`src/rtl/pec_pkg.sv`:
```
package pec_pkg;

    typedef enum logic [1:0] {
        ST_IDLE,
        ST_BODY,
        ST_PEC_SEEN,
        ST_VERDICT
    } txn_state_t;

    // index of each fault cause inside the set vector
    localparam int CAUSE_PEC  = 0;
    localparam int CAUSE_CMD  = 1;
    localparam int CAUSE_DATA = 2;
    localparam int N_CAUSES   = 3;

endpackage

```
`src/rtl/pec_crc_acc.sv`:
```
module pec_crc_acc #(
    parameter int           W    = 8,
    parameter logic [W-1:0] POLY = 8'h07,
    parameter logic [W-1:0] SEED = '0
) (
    input  logic         clk,
    input  logic         rst_n,
    input  logic         clr_i,
    input  logic         upd_i,
    input  logic [W-1:0] din_i,
    output logic [W-1:0] crc_o
);

    logic [W-1:0] crc_q;
    logic [W-1:0] crc_next;

    // MSB-first serial CRC unrolled over one byte
    always_comb begin
        logic [W-1:0] c;
        logic         fb;
        c = crc_q;
        for (int k = W - 1; k >= 0; k--) begin
            fb = c[W-1] ^ din_i[k];
            c  = {c[W-2:0], 1'b0};
            if (fb) c = c ^ POLY;
        end
        crc_next = c;
    end

    always_ff @(posedge clk) begin
        if (!rst_n)     crc_q <= SEED;
        else if (clr_i) crc_q <= SEED;
        else if (upd_i) crc_q <= crc_next;
    end

    assign crc_o = crc_q;


    crc_clear_chk: assert property (@(posedge clk) disable iff (!rst_n)
        clr_i |=> (crc_o == SEED));

endmodule

```
`src/rtl/pec_txn_fsm.sv`:
```
module pec_txn_fsm
    import pec_pkg::*;
#(
    parameter int W = 8
) (
    input  logic                clk,
    input  logic                rst_n,
    input  logic                sop_i,
    input  logic                eop_i,
    input  logic                byte_vld_i,
    input  logic [W-1:0]        byte_i,
    input  logic                pec_mark_i,
    input  logic                is_read_i,
    input  logic                pec_req_i,
    input  logic                bad_cmd_i,
    input  logic                bad_data_i,
    input  logic [W-1:0]        crc_i,
    output logic                crc_clr_o,
    output logic                crc_upd_o,
    output logic                commit_o,
    output logic                reject_o,
    output logic [N_CAUSES-1:0] set_o
);

    txn_state_t state, nxt;

    logic f_pec_seen, f_pec_bad, f_cmd, f_data, f_read;
    logic in_pkt;
    logic pec_err;

    assign in_pkt = (state == ST_BODY) || (state == ST_PEC_SEEN);

    // state register
    always_ff @(posedge clk) begin
        if (!rst_n) state <= ST_IDLE;
        else        state <= nxt;
    end

    // next-state decode
    always_comb begin
        nxt = state;
        if (sop_i) begin
            nxt = ST_BODY;
        end else begin
            unique case (state)
                ST_IDLE:     nxt = ST_IDLE;
                ST_BODY: begin
                    if (eop_i)                          nxt = ST_VERDICT;
                    else if (byte_vld_i && pec_mark_i)  nxt = ST_PEC_SEEN;
                end
                ST_PEC_SEEN: if (eop_i) nxt = ST_VERDICT;
                ST_VERDICT:  nxt = ST_IDLE;
            endcase
        end
    end

    // per-packet flags
    always_ff @(posedge clk) begin
        if (!rst_n || sop_i) begin
            f_pec_seen <= 1'b0;
            f_pec_bad  <= 1'b0;
            f_cmd      <= 1'b0;
            f_data     <= 1'b0;
            f_read     <= 1'b0;
        end else if (in_pkt) begin
            if (bad_cmd_i)  f_cmd  <= 1'b1;
            if (bad_data_i) f_data <= 1'b1;
            if (eop_i)      f_read <= is_read_i;
            if (byte_vld_i) begin
                if (state == ST_PEC_SEEN) begin
                    f_pec_bad <= 1'b1;
                end else if (pec_mark_i) begin
                    f_pec_seen <= 1'b1;
                    f_pec_bad  <= (byte_i != crc_i);
                end
            end
        end
    end

    // outputs
    always_comb begin
        crc_clr_o = sop_i;
        crc_upd_o = byte_vld_i && !sop_i && !pec_mark_i && (state == ST_BODY);
        pec_err   = 1'b0;
        commit_o  = 1'b0;
        reject_o  = 1'b0;
        set_o     = '0;
        if (state == ST_VERDICT) begin
            pec_err = !f_read && (f_pec_bad || (pec_req_i && !f_pec_seen));
            set_o[CAUSE_PEC]  = pec_err;
            set_o[CAUSE_CMD]  = f_cmd;
            set_o[CAUSE_DATA] = f_data;
            if (!f_read) begin
                commit_o = !pec_err && !f_cmd && !f_data;
                reject_o =  pec_err ||  f_cmd ||  f_data;
            end
        end
    end


    verdict_excl_chk: assert property (@(posedge clk) disable iff (!rst_n)
        $onehot0({commit_o, reject_o}));


    verdict_after_eop_chk: assert property (@(posedge clk) disable iff (!rst_n)
        (commit_o || reject_o) |-> $past(eop_i));

endmodule

```
`src/rtl/pec_fault_regs.sv`:
```
module pec_fault_regs
    import pec_pkg::*;
#(
    parameter int W = 8
) (
    input  logic                clk,
    input  logic                rst_n,
    input  logic [N_CAUSES-1:0] set_i,
    input  logic                clr_i,
    output logic [W-1:0]        cause_o,
    output logic                any_o
);

    logic [N_CAUSES-1:0] cause_q;

    for (genvar i = 0; i < N_CAUSES; i++) begin : g_cause
        always_ff @(posedge clk) begin
            if (!rst_n)        cause_q[i] <= 1'b0;
            else if (set_i[i]) cause_q[i] <= 1'b1;
            else if (clr_i)    cause_q[i] <= 1'b0;
        end


        cause_sticky_chk: assert property (@(posedge clk) disable iff (!rst_n)
            (cause_q[i] && !clr_i) |=> cause_q[i]);
    end

    // causes occupy the top bits, PEC highest
    always_comb begin
        cause_o = '0;
        for (int i = 0; i < N_CAUSES; i++) cause_o[W-1-i] = cause_q[i];
    end

    assign any_o = |cause_q;

endmodule

```
`src/rtl/smbus_pec_guard.sv`:
```
module smbus_pec_guard
    import pec_pkg::*;
#(
    parameter int           W    = 8,
    parameter logic [W-1:0] POLY = 8'h07,
    parameter logic [W-1:0] SEED = '0
) (
    input  logic         clk,
    input  logic         rst_n,
    input  logic         sop_i,
    input  logic         eop_i,
    input  logic         byte_vld_i,
    input  logic [W-1:0] byte_i,
    input  logic         pec_mark_i,
    input  logic         is_read_i,
    input  logic         pec_req_i,
    input  logic         bad_cmd_i,
    input  logic         bad_data_i,
    input  logic         clr_faults_i,
    output logic         wr_commit_o,
    output logic         wr_reject_o,
    output logic [W-1:0] rd_pec_o,
    output logic         status_byte_cml_o,
    output logic         status_word_cml_o,
    output logic [W-1:0] comm_cause_o
);

    logic                crc_clr, crc_upd;
    logic [W-1:0]        crc_val;
    logic [N_CAUSES-1:0] cause_set;
    logic                any_fault;

    pec_crc_acc #(.W(W), .POLY(POLY), .SEED(SEED)) u_crc (
        .clk   (clk),
        .rst_n (rst_n),
        .clr_i (crc_clr),
        .upd_i (crc_upd),
        .din_i (byte_i),
        .crc_o (crc_val)
    );

    pec_txn_fsm #(.W(W)) u_fsm (
        .clk        (clk),
        .rst_n      (rst_n),
        .sop_i      (sop_i),
        .eop_i      (eop_i),
        .byte_vld_i (byte_vld_i),
        .byte_i     (byte_i),
        .pec_mark_i (pec_mark_i),
        .is_read_i  (is_read_i),
        .pec_req_i  (pec_req_i),
        .bad_cmd_i  (bad_cmd_i),
        .bad_data_i (bad_data_i),
        .crc_i      (crc_val),
        .crc_clr_o  (crc_clr),
        .crc_upd_o  (crc_upd),
        .commit_o   (wr_commit_o),
        .reject_o   (wr_reject_o),
        .set_o      (cause_set)
    );

    pec_fault_regs #(.W(W)) u_faults (
        .clk     (clk),
        .rst_n   (rst_n),
        .set_i   (cause_set),
        .clr_i   (clr_faults_i),
        .cause_o (comm_cause_o),
        .any_o   (any_fault)
    );

    assign rd_pec_o          = crc_val;
    assign status_byte_cml_o = any_fault;
    assign status_word_cml_o = any_fault;


    reject_flags_fault_chk: assert property (@(posedge clk) disable iff (!rst_n)
        wr_reject_o |=> status_byte_cml_o);


    commit_keeps_cause_chk: assert property (@(posedge clk) disable iff (!rst_n)
        (wr_commit_o && !clr_faults_i) |=> (comm_cause_o == $past(comm_cause_o)));

endmodule

```
`config.mk`:
```
export PLATFORM = sky130hd
export DESIGN_NAME = smbus_pec_guard
export DESIGN_NICKNAME = d
export VERILOG_FILES = /design/src/rtl/pec_pkg.sv /design/src/rtl/pec_crc_acc.sv /design/src/rtl/pec_txn_fsm.sv /design/src/rtl/pec_fault_regs.sv /design/src/rtl/smbus_pec_guard.sv
export SDC_FILE = /design/constraint.sdc
export NUM_CORES = 1
export LEC_CHECK = 0
export CORE_MARGIN = 2
export CORE_UTILIZATION = 42
export CTS_CLUSTER_DIAMETER = 30
export DETAILED_ROUTE_END_ITERATION = 7
export HOLD_SLACK_MARGIN = 0.12
export PLACE_DENSITY_LB_ADDON = 0.15
export SYNTH_ARGS = -nofsm -noshare
export SYNTH_HDL_FRONTEND = slang
export SYNTH_HIERARCHICAL = 1
export SYNTH_SLANG_ARGS = --single-unit
```
`constraint.sdc`:
```
create_clock -name clk -period 1.55 [get_ports clk]
set_input_delay 0.2325 -clock clk [delete_from_list [all_inputs] [get_ports clk]]
set_output_delay 0.2325 -clock clk [all_outputs]
set_load 0.01 [all_outputs]
```
==> results_dict.tcl, run 1 <==
set metrics [dict create \
    gp_congestion 0.757 \
    peakVddDrop_uv 544 \
    setup_viol 1 \
    grt_util_met2 0.315 \
    die_area_um2 3430 \
    netlist_area_um2 1250 \
    grt_overflow 0 \
    violations "setup timing" \
    place_hpwl_um 2440 \
    drt_iter0_markers 26 \
    slew_viol_final 0 \
    critPathRequiredTime_ns 1.73 \
    status "complete, but fails checks" \
    rows 19 \
    start_util 0.449 \
    routed_wl_um 3130 \
    drive_gt1_frac 0.360 \
    die_w_um 58.6 \
    cts_buffer_depth 2 \
    grt_use_met1 0.251 \
    synth_cell_types 34 \
    nNetsFinal 224 \
    cts_tree "yes" \
    fin_crit_ns 1.55 \
    area_delta_synth_final_pct 51.6 \
    final_core_util 0.681 \
    io_pins 39 \
    period_share 1.00 \
    cts_root_buffer "clkbuf_4" \
    grt_pass1_vias 1191 \
    cp.arrival_ns 1.73 \
    final_hold_viol_count 0 \
    clk_pin_slew_ns 0.11 \
    cp-start-kind "register" \
    io_buffers 33 \
    track_usage 0.193 \
    busiest_layer "met2" \
    synthMuxAreaShare 0 \
    cap_violations 0 \
    synthAdderAreaFrac 0.0400 \
    die_h_um 58.6 \
    synthXorXnorAreaFrac 0.271 \
    core_um2 2780 \
    htreeDepth 1 \
    postSynthAreaPerCell_um2 9.12 \
    antenna_found_initial 0 \
    fin_setup_tns_ns -0.00183 \
    yosys_warnings 6 \
    synth-seq-cells 18 \
    routedWlPerCell_um 13.5 \
    layout_commonest_cell "buf_4" \
    clock_skew_ns 0.00958 \
    drc 0 \
    grt_util_met3 0.0374 \
    rsz0062_at_grt "true" \
    worstSetupPathType "reg -> reg" \
    power.density_nw_per_um2 593 \
    clk_latency_ns 0.30 \
    synth_top_family_by_area "XOR/XNOR gates" \
    max_freq_ghz 0.644 \
    worst_slack_ns -0.00183 \
    leakagePower_nw 0.824 \
    yosys.area_share.simple 0.171 \
    grt_pass1_wl_um 5030 \
    crit_fanout 3 \
    grt_max_degree 13 \
    seq_area_frac_synth 0.288 \
    vias_per_cell 5.06 \
    clock-sinks 18 \
    holdCritPathClass "reg -> reg" \
    cts_made_buffers 3 \
    num_vias 1170 \
    ant_nets 0 \
    final_cell_mix "31 x buf_4, 26 x clkdlybuf4s50_1, 15 x xnor2_1" \
    first_pass_iters 4 \
    end_kind "register" \
    synth_compound_area_frac 0.154 \
    syn_inst 137 \
    n_antenna_cell 0 \
]
-- sequential cells by signal, summed over array words and instances (netlist names) --
signal and cells:
u_fsm/f_pec_seen 1, u_fsm/f_cmd 1, u_fsm/state 2, u_fsm/f_data 1
u_fsm/f_pec_bad 1, u_crc/crc_o 8, u_faults/cause_o 3, u_fsm/f_read 1
-- where the power goes --
group          switching [mW]  total (mW)  leakage [nW]  internal (mW)
Sequential            0.00907       0.479         0.152          0.470
Combinational           0.146       0.348         0.652          0.202
Clock                   0.153       0.296        0.0210          0.143
-- per-layer routing --
layer	up-vias	part of all wire	wire length [µm]
met5	-	0	0
met4	0	0.0061	19
met3	4	0.047	147
met2	28	0.50	1560
met1	558	0.45	1400
li1	580	-	-
-- critical path, cell delays in order, from the launching register on --
cell,delay (ns)
dfxtp_2,0.37
buf_4,0.11
inv_1,0.05
ha_1,0.30
and4bb_1,0.30
nand3_2,0.08
nor4_2,0.15
nor3_1,0.07
-- logic make-up after synthesis --
family                     Yosys count
AOI/OAI and AO/OA                   29
xor gates and xnor gates            29
adders and majority gates            4
buffers and inverters               15
DFF                                 18
other                                1
and+or+nand+nor                     41
-- synthesized netlist by cell type --
cell,number,area (µm²)
a211oi_1,3,22.5
nor4_2,1,12.5
xnor2_1,16,140
xor2_1,6,52.6
o21a_1,5,37.5
a31o_2,3,26.3
xnor2_2,2,32.5
ha_1,4,50.1
a21oi_2,1,8.76
buf_6,1,11.3
nand2_1,6,22.5
xnor3_2,1,23.8
nand4_1,1,6.26
a31oi_1,2,12.5
nor3_1,7,35.0
buf_1,1,3.75
and4bb_1,1,12.5
nand3_1,1,5.00
a21boi_0,1,7.51
and2_1,2,12.5
inv_1,6,22.5
a21oi_1,9,45.0
o31a_1,1,8.76
nand2b_1,2,12.5
xnor3_1,4,90.1
nor2_1,12,45.0
conb_1,1,3.75
buf_4,7,52.6
a31o_1,1,8.76
nor2b_1,4,25.0
o21ai_0,3,15.0
or2_2,1,6.26
or3_1,3,18.8
dfxtp_1,18,360
-- final timing paths --
path | from | end | slack, ns | depth (start not counted)
min reg2reg | u_fsm/f_pec_seen$_SDFFE_PP0P_ | u_fsm/f_pec_seen$_SDFFE_PP0P_ | 0.47 | 2
max reg2reg | u_fsm/state[0]$_SDFFE_PN0P_ | u_fsm/f_pec_bad$_SDFFE_PP0P_ | -0.002 | 7
max | u_fsm/state[0]$_SDFFE_PN0P_ | u_fsm/f_pec_bad$_SDFFE_PP0P_ | -0.002 | 7
min | u_fsm/f_pec_seen$_SDFFE_PP0P_ | u_fsm/f_pec_seen$_SDFFE_PP0P_ | 0.47 | 2
-- metrics by stage --
stage	area (µm²)	hold WS [ns]	std cells	total power, mW	setup slack [ns]
4_1_cts	1840	0.489	230	1.12	0.00192
5_1_grt	1890	0.524	231	1.19	-0.0743
2_1_floorplan	1270	0.350	141	0.670	-0.0277
3_5_place_dp	1800	0.464	226	0.818	-0.348
3_3_place_gp	1800	0.459	226	0.808	-0.298
6_report	1890	0.471	231	1.12	-0.00183
-- cell type report --
type / instances / area, µm²
Fill cell: 226 / 887
Clock buffer: 4 / 36.3
Timing Repair Buffer: 64 / 548
Tap cell: 31 / 38.8
Inverter: 6 / 25.0
Multi-Input combinational cell: 108 / 867
Sequential cell: 18 / 379
-- what timing repair did --
action                     CTS  global route
setup buffers                0             1
hold buffers                 0             0
pin swaps                    0             6
setup endpoints to repair   11            16
resized for setup           23            21
No activity file was read; power rests on OpenSTA's default activity.
==> run 2: changes to the inputs <==
Settings changed: ABC_AREA set to 1, CORE_UTILIZATION 42 to 43.
==> run 2 against run 1 <==
The flow now finishes without violations. Power decreased by 7.1%. Area after synthesis grew 13%. Via count increased by 22%. First-iteration DRC count grew to 2.5 times the previous value. Sequential share of layout area shrank 1.1 points. Synthesized cell count is 72% higher. Maximum frequency up 3.4%. Final cell count grew 43%. Sequential cell count stayed put. Clock skew grew 0.0012 ns.
==> results_dict.tcl, run 2 <==
set metrics [dict create \
    synth_top_family_by_area "simple AND/OR/NAND/NOR gates" \
    core_um2 3080 \
    ant_nets 0 \
    cp-start-kind "register" \
    leakagePower_nw 1.02 \
    num_vias 1425 \
    n_antenna_cell 0 \
    ys.flop_type "dfxtp_1" \
    synth_edf_count 0 \
    slew_viol_final 0 \
    routedWlPerCell_um 9.42 \
    synth-seq-cells 18 \
    synth_commonest_cells "72 x nand2_1, 46 x inv_1, 23 x nor2_1" \
    largest_register_ffs 8 \
    track_usage 0.179 \
    cp_num_buf_inv 1 \
    netlist.area_leader.share 0.256 \
    netlist_top_cells_area "dfxtp_1 26%, nand2_1 19%, inv_1 12%, nor2_1 6.1%, a21oi_1 5.0%" \
    first_pass_iters 4 \
    cts_buffer_depth 2 \
    end_kind "primary output" \
    cts_tree "yes" \
    cts_made_buffers 3 \
    grt_pass1_vias 1231 \
    final_hold_viol_count 0 \
    place_ws_ns -0.288 \
    clk_pin_slew_ns 0.11 \
    drc 0 \
    status "finished clean" \
    seq_area_frac_synth 0.256 \
    worst_path_max_delay_cell "dfxtp_2" \
    start_util 0.458 \
    power.density_nw_per_um2 527 \
    rsz0062_at_grt "true" \
    final_core_util 0.643 \
    crit_fanout 3 \
    peakVddDrop_uv 393 \
    vias_per_cell 4.31 \
    setup_viol 0 \
    holdCritPathClass "reg -> reg" \
    worst_slack_ns 0.0491 \
    max_freq_ghz 0.666 \
    fin_setup_tns_ns 0 \
    drive_gt1_frac 0.185 \
    die_area_um2 3750 \
    layout_commonest_cell "nand2_1" \
    cp.arrival_ns 1.27 \
    gp_congestion 0.818 \
    io_buffers 33 \
    synthMuxAreaShare 0 \
    htreeDepth 1 \
    rows 20 \
    grt_max_degree 14 \
    drt_iter0_markers 65 \
    netlist_area_um2 1410 \
    clk_latency_ns 0.30 \
    synthAdderAreaFrac 0.0355 \
    yosysMostFrequentCell "nand2_1" \
    async_reset_ff_frac 0 \
    synth_compound_area_frac 0.0710 \
    synthXorXnorAreaFrac 0.102 \
    die_h_um 61.3 \
    period_share 0.968 \
    placedCellCount 326 \
    nNetsFinal 312 \
    antenna_found_initial 0 \
    final_cell_mix "72 x nand2_1, 46 x inv_1, 28 x clkdlybuf4s50_1" \
    die_w_um 61.3 \
    grt_pass1_wl_um 5030 \
    syn_inst 235 \
    fin_crit_ns 1.50 \
    clock_skew_ns 0.0108 \
    worstSetupPathType "reg -> out" \
    power_mw 1.04 \
    crit_chain "ha_2 -> nand2_1 -> nor2_1 -> clkdlybuf4s15_2" \
    place_hpwl_um 2460 \
    yosys.area_share.simple 0.352 \
    cts_hold_buffers 0 \
    clock-sinks 18 \
    routed_wl_um 3120 \
    synth_cell_types 25 \
    fillers 302 \
    area_delta_synth_final_pct 40.4 \
    io_pins 39 \
    postSynthAreaPerCell_um2 6.00 \
    yosys.area.top_type "dfxtp_1" \
    grt_overflow 0 \
    cts_root_buffer "clkbuf_4" \
    critPathRequiredTime_ns 1.32 \
    cpLargestDelayFamily "flip-flops" \
    cp_slowest_stage_delay_ns 0.36 \
    fin_cells 331 \
    cap_violations 0 \
    yosys_warnings 6 \
]
## run 2: final timing paths
check	start	depth (start not counted)	slack, ns	end
setup / recovery	u_fsm/state[0]$_SDFFE_PN0P_	4	0.05	wr_commit_o
hold / removal	u_faults/cause_o[6]$_SDFFE_PN0P_	2	0.48	u_faults/cause_o[6]$_SDFFE_PN0P_
setup reg to reg	u_fsm/state[0]$_SDFFE_PN0P_	10	0.12	u_crc/crc_o[5]$_SDFFE_PP0P_
hold reg to reg	u_faults/cause_o[6]$_SDFFE_PN0P_	2	0.48	u_faults/cause_o[6]$_SDFFE_PN0P_
## run 2: logic make-up after synthesis
| logic type | count (synthesis) |
|---|---|
| AND/OR/NAND/NOR | 119 |
| buffers and inverters | 60 |
| AO/OA/AOI/OAI | 20 |
| flip-flops | 18 |
| XOR/XNOR | 13 |
| adder cells (fa/ha/maj) | 4 |
| other | 1 |
## run 2: final cells by class
type,count,area [µm²],area share
multi-input cells,161,836,0.422
well taps,44,55.1,0.0278
repair buffers,53,497,0.251
clock buffers,3,22.5,0.0114
flip-flops and latches,18,374,0.189
inverters,52,195,0.0986
## run 2: per-layer routing
metal | vias up | global-route usage | wire [µm]
met1 | 599 | 0.224 | 1480
met2 | 33 | 0.307 | 1470
li1 | 790 | - | -
met5 | - | 0 | 0
met3 | 3 | 0.0483 | 151
met4 | 0 | 0.0373 | 19
## run 2: what timing repair did
item	CTS	global route
pin swaps	0	1
gates resized for setup	12	13
setup buffers	0	2
setup endpoints to repair	6	13
## run 2: worst reg2reg max path, stage by stage (launching register included)
cell and delay, ns:
dfxtp_2 0.36, buf_4 0.12, ha_2 0.18, nand2_1 0.07, nor3_2 0.11, buf_4 0.17
buf_12 0.12, nor2_1 0.04, nor2_1 0.10, nand2_1 0.07, inv_1 0.04
## run 2: stage by stage
step	area (µm²)	hold WS, ns
global placement	1890	0.455
finish	1980	0.477
CTS	1920	0.485
detailed placement	1890	0.464
global route	1980	0.497
floorplan	1430	0.364
## run 2: report_power, final
part	switching, mW	internal (mW)
Clock	0.146	0.0906
Sequential	0.0105	0.475
Combinational	0.157	0.164
==> run 3: changes to the inputs <==
--- a/config.mk
+++ b/config.mk
@@ -13,4 +13,5 @@
 export HOLD_SLACK_MARGIN = 0.12
 export PLACE_DENSITY_LB_ADDON = 0.15
+export REMOVE_ABC_BUFFERS = 1
 export SYNTH_ARGS = -nofsm -noshare
 export SYNTH_HDL_FRONTEND = slang
==> constraint.sdc (replaced) <==
create_clock -name clk -period 1.55 [get_ports clk]
set_input_delay 0.31 -clock clk [delete_from_list [all_inputs] [get_ports clk]]
set_output_delay 0.31 -clock clk [all_outputs]
set_load 0.01 [all_outputs]
==> run 3 against run 2 <==
Maximum frequency decreased by 0.99%. Largest cell class unchanged. Critical path type unchanged. Hold slack improved by 0.0024 ns. Final area increased by 3.8%. Clock power increased by 27%. Power increased by 6.1%. Utilization increased by 2.4 points. Largest power group unchanged. Wire length decreased by 3.8%. Final cell count increased by 0.91%.
==> results_dict.tcl, run 3 (synthesized netlist as in run 2, its figures left out) <==
set metrics [dict create \
    area_delta_synth_final_pct 45.7 \
    final_core_util 0.667 \
    cts_hold_buffers 0 \
    ff2ff_setup_slack_ns 0.09 \
    worstHoldStart "u_faults/cause_o[5]$_SDFFE_PN0P_" \
    leakagePower_nw 1.13 \
    worst_hold_path.num_cells 2 \
    routed_wl_um 3000 \
    ant_nets 0 \
    first_pass_iters 4 \
    nNetsFinal 314 \
    r2r_end "u_fsm/f_pec_bad$_SDFFE_PP0P_" \
    end_kind "primary output" \
    layout_commonest_cell "nand2_1" \
    grt_overflow 0 \
    status "finished clean" \
    worstSetupPathType "reg -> out" \
    peakVddDrop_uv 433 \
    track_usage 0.170 \
    crit_chain "inv_2 -> a21oi_2 -> o21ai_2 -> and3_4 -> buf_6" \
    clock-sinks 18 \
    clock_skew_ns 0.00323 \
    clk_latency_ns 0.30 \
    num_vias 1417 \
    gp_congestion 0.815 \
    fillers 287 \
    power_mw 1.11 \
    final_hold_viol_count 0 \
    crit_fanout 2 \
    cp-start-kind "register" \
    drt_iter0_markers 47 \
    die_h_um 61.3 \
    routedWlPerCell_um 8.98 \
    worst-path-stages 5 \
    antenna_found_initial 0 \
    grt_pass1_vias 1153 \
    slew_viol_final 0 \
    start_util 0.458 \
    cts_buffer_depth 2 \
    cts_made_buffers 3 \
    htreeDepth 1 \
    setup_viol 0 \
    cp_num_buf_inv 2 \
    fin_setup_tns_ns 0 \
    holdCritPathClass "reg -> reg" \
    grt_max_degree 11 \
    grt_util_met3 0.0315 \
    rows 20 \
    power.density_nw_per_um2 539 \
    grt_pass1_wl_um 4710 \
    grt_util_met2 0.267 \
    drc 0 \
    cts_root_buffer "clkbuf_4" \
    busiest_layer "met2" \
    clk_pin_slew_ns 0.10 \
    die_w_um 61.3 \
    io_buffers 33 \
    r2r_start "u_fsm/state[0]$_SDFFE_PN0P_" \
    period_share 0.978 \
    io_pins 39 \
    n_antenna_cell 0 \
    drive_gt1_frac 0.217 \
    place_hpwl_um 2340 \
    holdPathEnd "u_faults/cause_o[5]$_SDFFE_PN0P_" \
    cp_slowest_stage_delay_ns 0.35 \
    reg2reg_depth 9 \
    final_cell_mix "70 x nand2_1, 43 x inv_1, 23 x nor2_1" \
    vias_per_cell 4.24 \
    largest_register_ffs 8 \
    cpLargestDelayFamily "flip-flops" \
    core_um2 3080 \
    die_area_um2 3750 \
    fin_crit_ns 1.52 \
    cap_violations 0 \
    cts_tree "yes" \
    grt_use_met1 0.233 \
    worst_path_max_delay_cell "dfxtp_2" \
    cp.arrival_ns 1.21 \
    max_freq_ghz 0.660 \
    critPathRequiredTime_ns 1.24 \
]
-- run 3: cell count changes in the layout (fill, tap and decap cells not counted), moves of 3 or more --
cell	before	now
dfxtp_2	11	6
dlygate4sd2_1	0	9
inv_2	6	9
dfxtp_4	0	5
dlymetal6s2s_1	3	6
clkdlybuf4s50_1	28	16
inv_1	46	43
-- run 3: worst register-to-register path, cell delays in order, from the launching register on --
cell and delay [ns]:
dfxtp_2 0.35, buf_4 0.14, inv_2 0.05, ha_4 0.24
inv_2 0.09, nand2_2 0.06, nor3_2 0.21, nand3_1 0.10
nor2_1 0.09, nor2_1 0.04
-- run 3: layout make-up --
class                      count  area [µm²]  area share
multi-input combinational    161         870       0.423
sequential                    18         387       0.188
clock buffer                   4        36.3      0.0177
tap                           44        55.1      0.0268
timing repair buffer          55         512       0.249
inverter                      52         195      0.0950
-- run 3: timing repair --
action	CTS	global route
resized for setup	36	20
buffers inserted	1	2
endpoints found under the setup margin	13	15
pin swaps	3	5
-- run 3: through the flow --
step           area (µm²)  instances  hold WS (ns)  setup slack (ns)
2_1_floorplan        1370        231         0.440            -0.275
3_3_place_gp         1890        327         0.455            -0.424
3_5_place_dp         1890        327         0.467            -0.436
4_1_cts              1970        332         0.479           0.00473
5_1_grt              2050        334         0.509           -0.0262
6_report             2050        334         0.479            0.0341
-- run 3: how the worst max path moves through the flow --
stage / end / startpoint / slack, ns
4_1_cts: rd_pec_o[6] / u_crc/crc_o[6]$_SDFFE_PP0P_ / 0.005
3_3_place_gp: wr_reject_o / pec_req_i / -0.42
3_5_place_dp: wr_reject_o / pec_req_i / -0.44
2_1_floorplan: u_crc/crc_o[7]$_SDFFE_PP0P_ / u_fsm/state[0]$_SDFFE_PN0P_ / -0.28
6_report: wr_reject_o / u_fsm/f_pec_seen$_SDFFE_PP0P_ / 0.03
5_1_grt: wr_reject_o / u_fsm/f_pec_bad$_SDFFE_PP0P_ / -0.03
-- run 3: report_power, final --
group	switching, mW	internal (mW)	total (mW)
sequential	0.0103	0.467	0.477
clock	0.156	0.143	0.299
combinational	0.164	0.166	0.330
total	0.331	0.776	1.11
-- run 3: per-layer routing --
| layer | up-vias | part of all wire | wire (µm) |
|---|---|---|---|
| met5 | - | 0 | 0 |
| met2 | 34 | 0.43 | 1300 |
| met3 | 4 | 0.055 | 165 |
| met1 | 578 | 0.50 | 1500 |
| met4 | 0 | 0.010 | 31 |
| li1 | 801 | - | - |
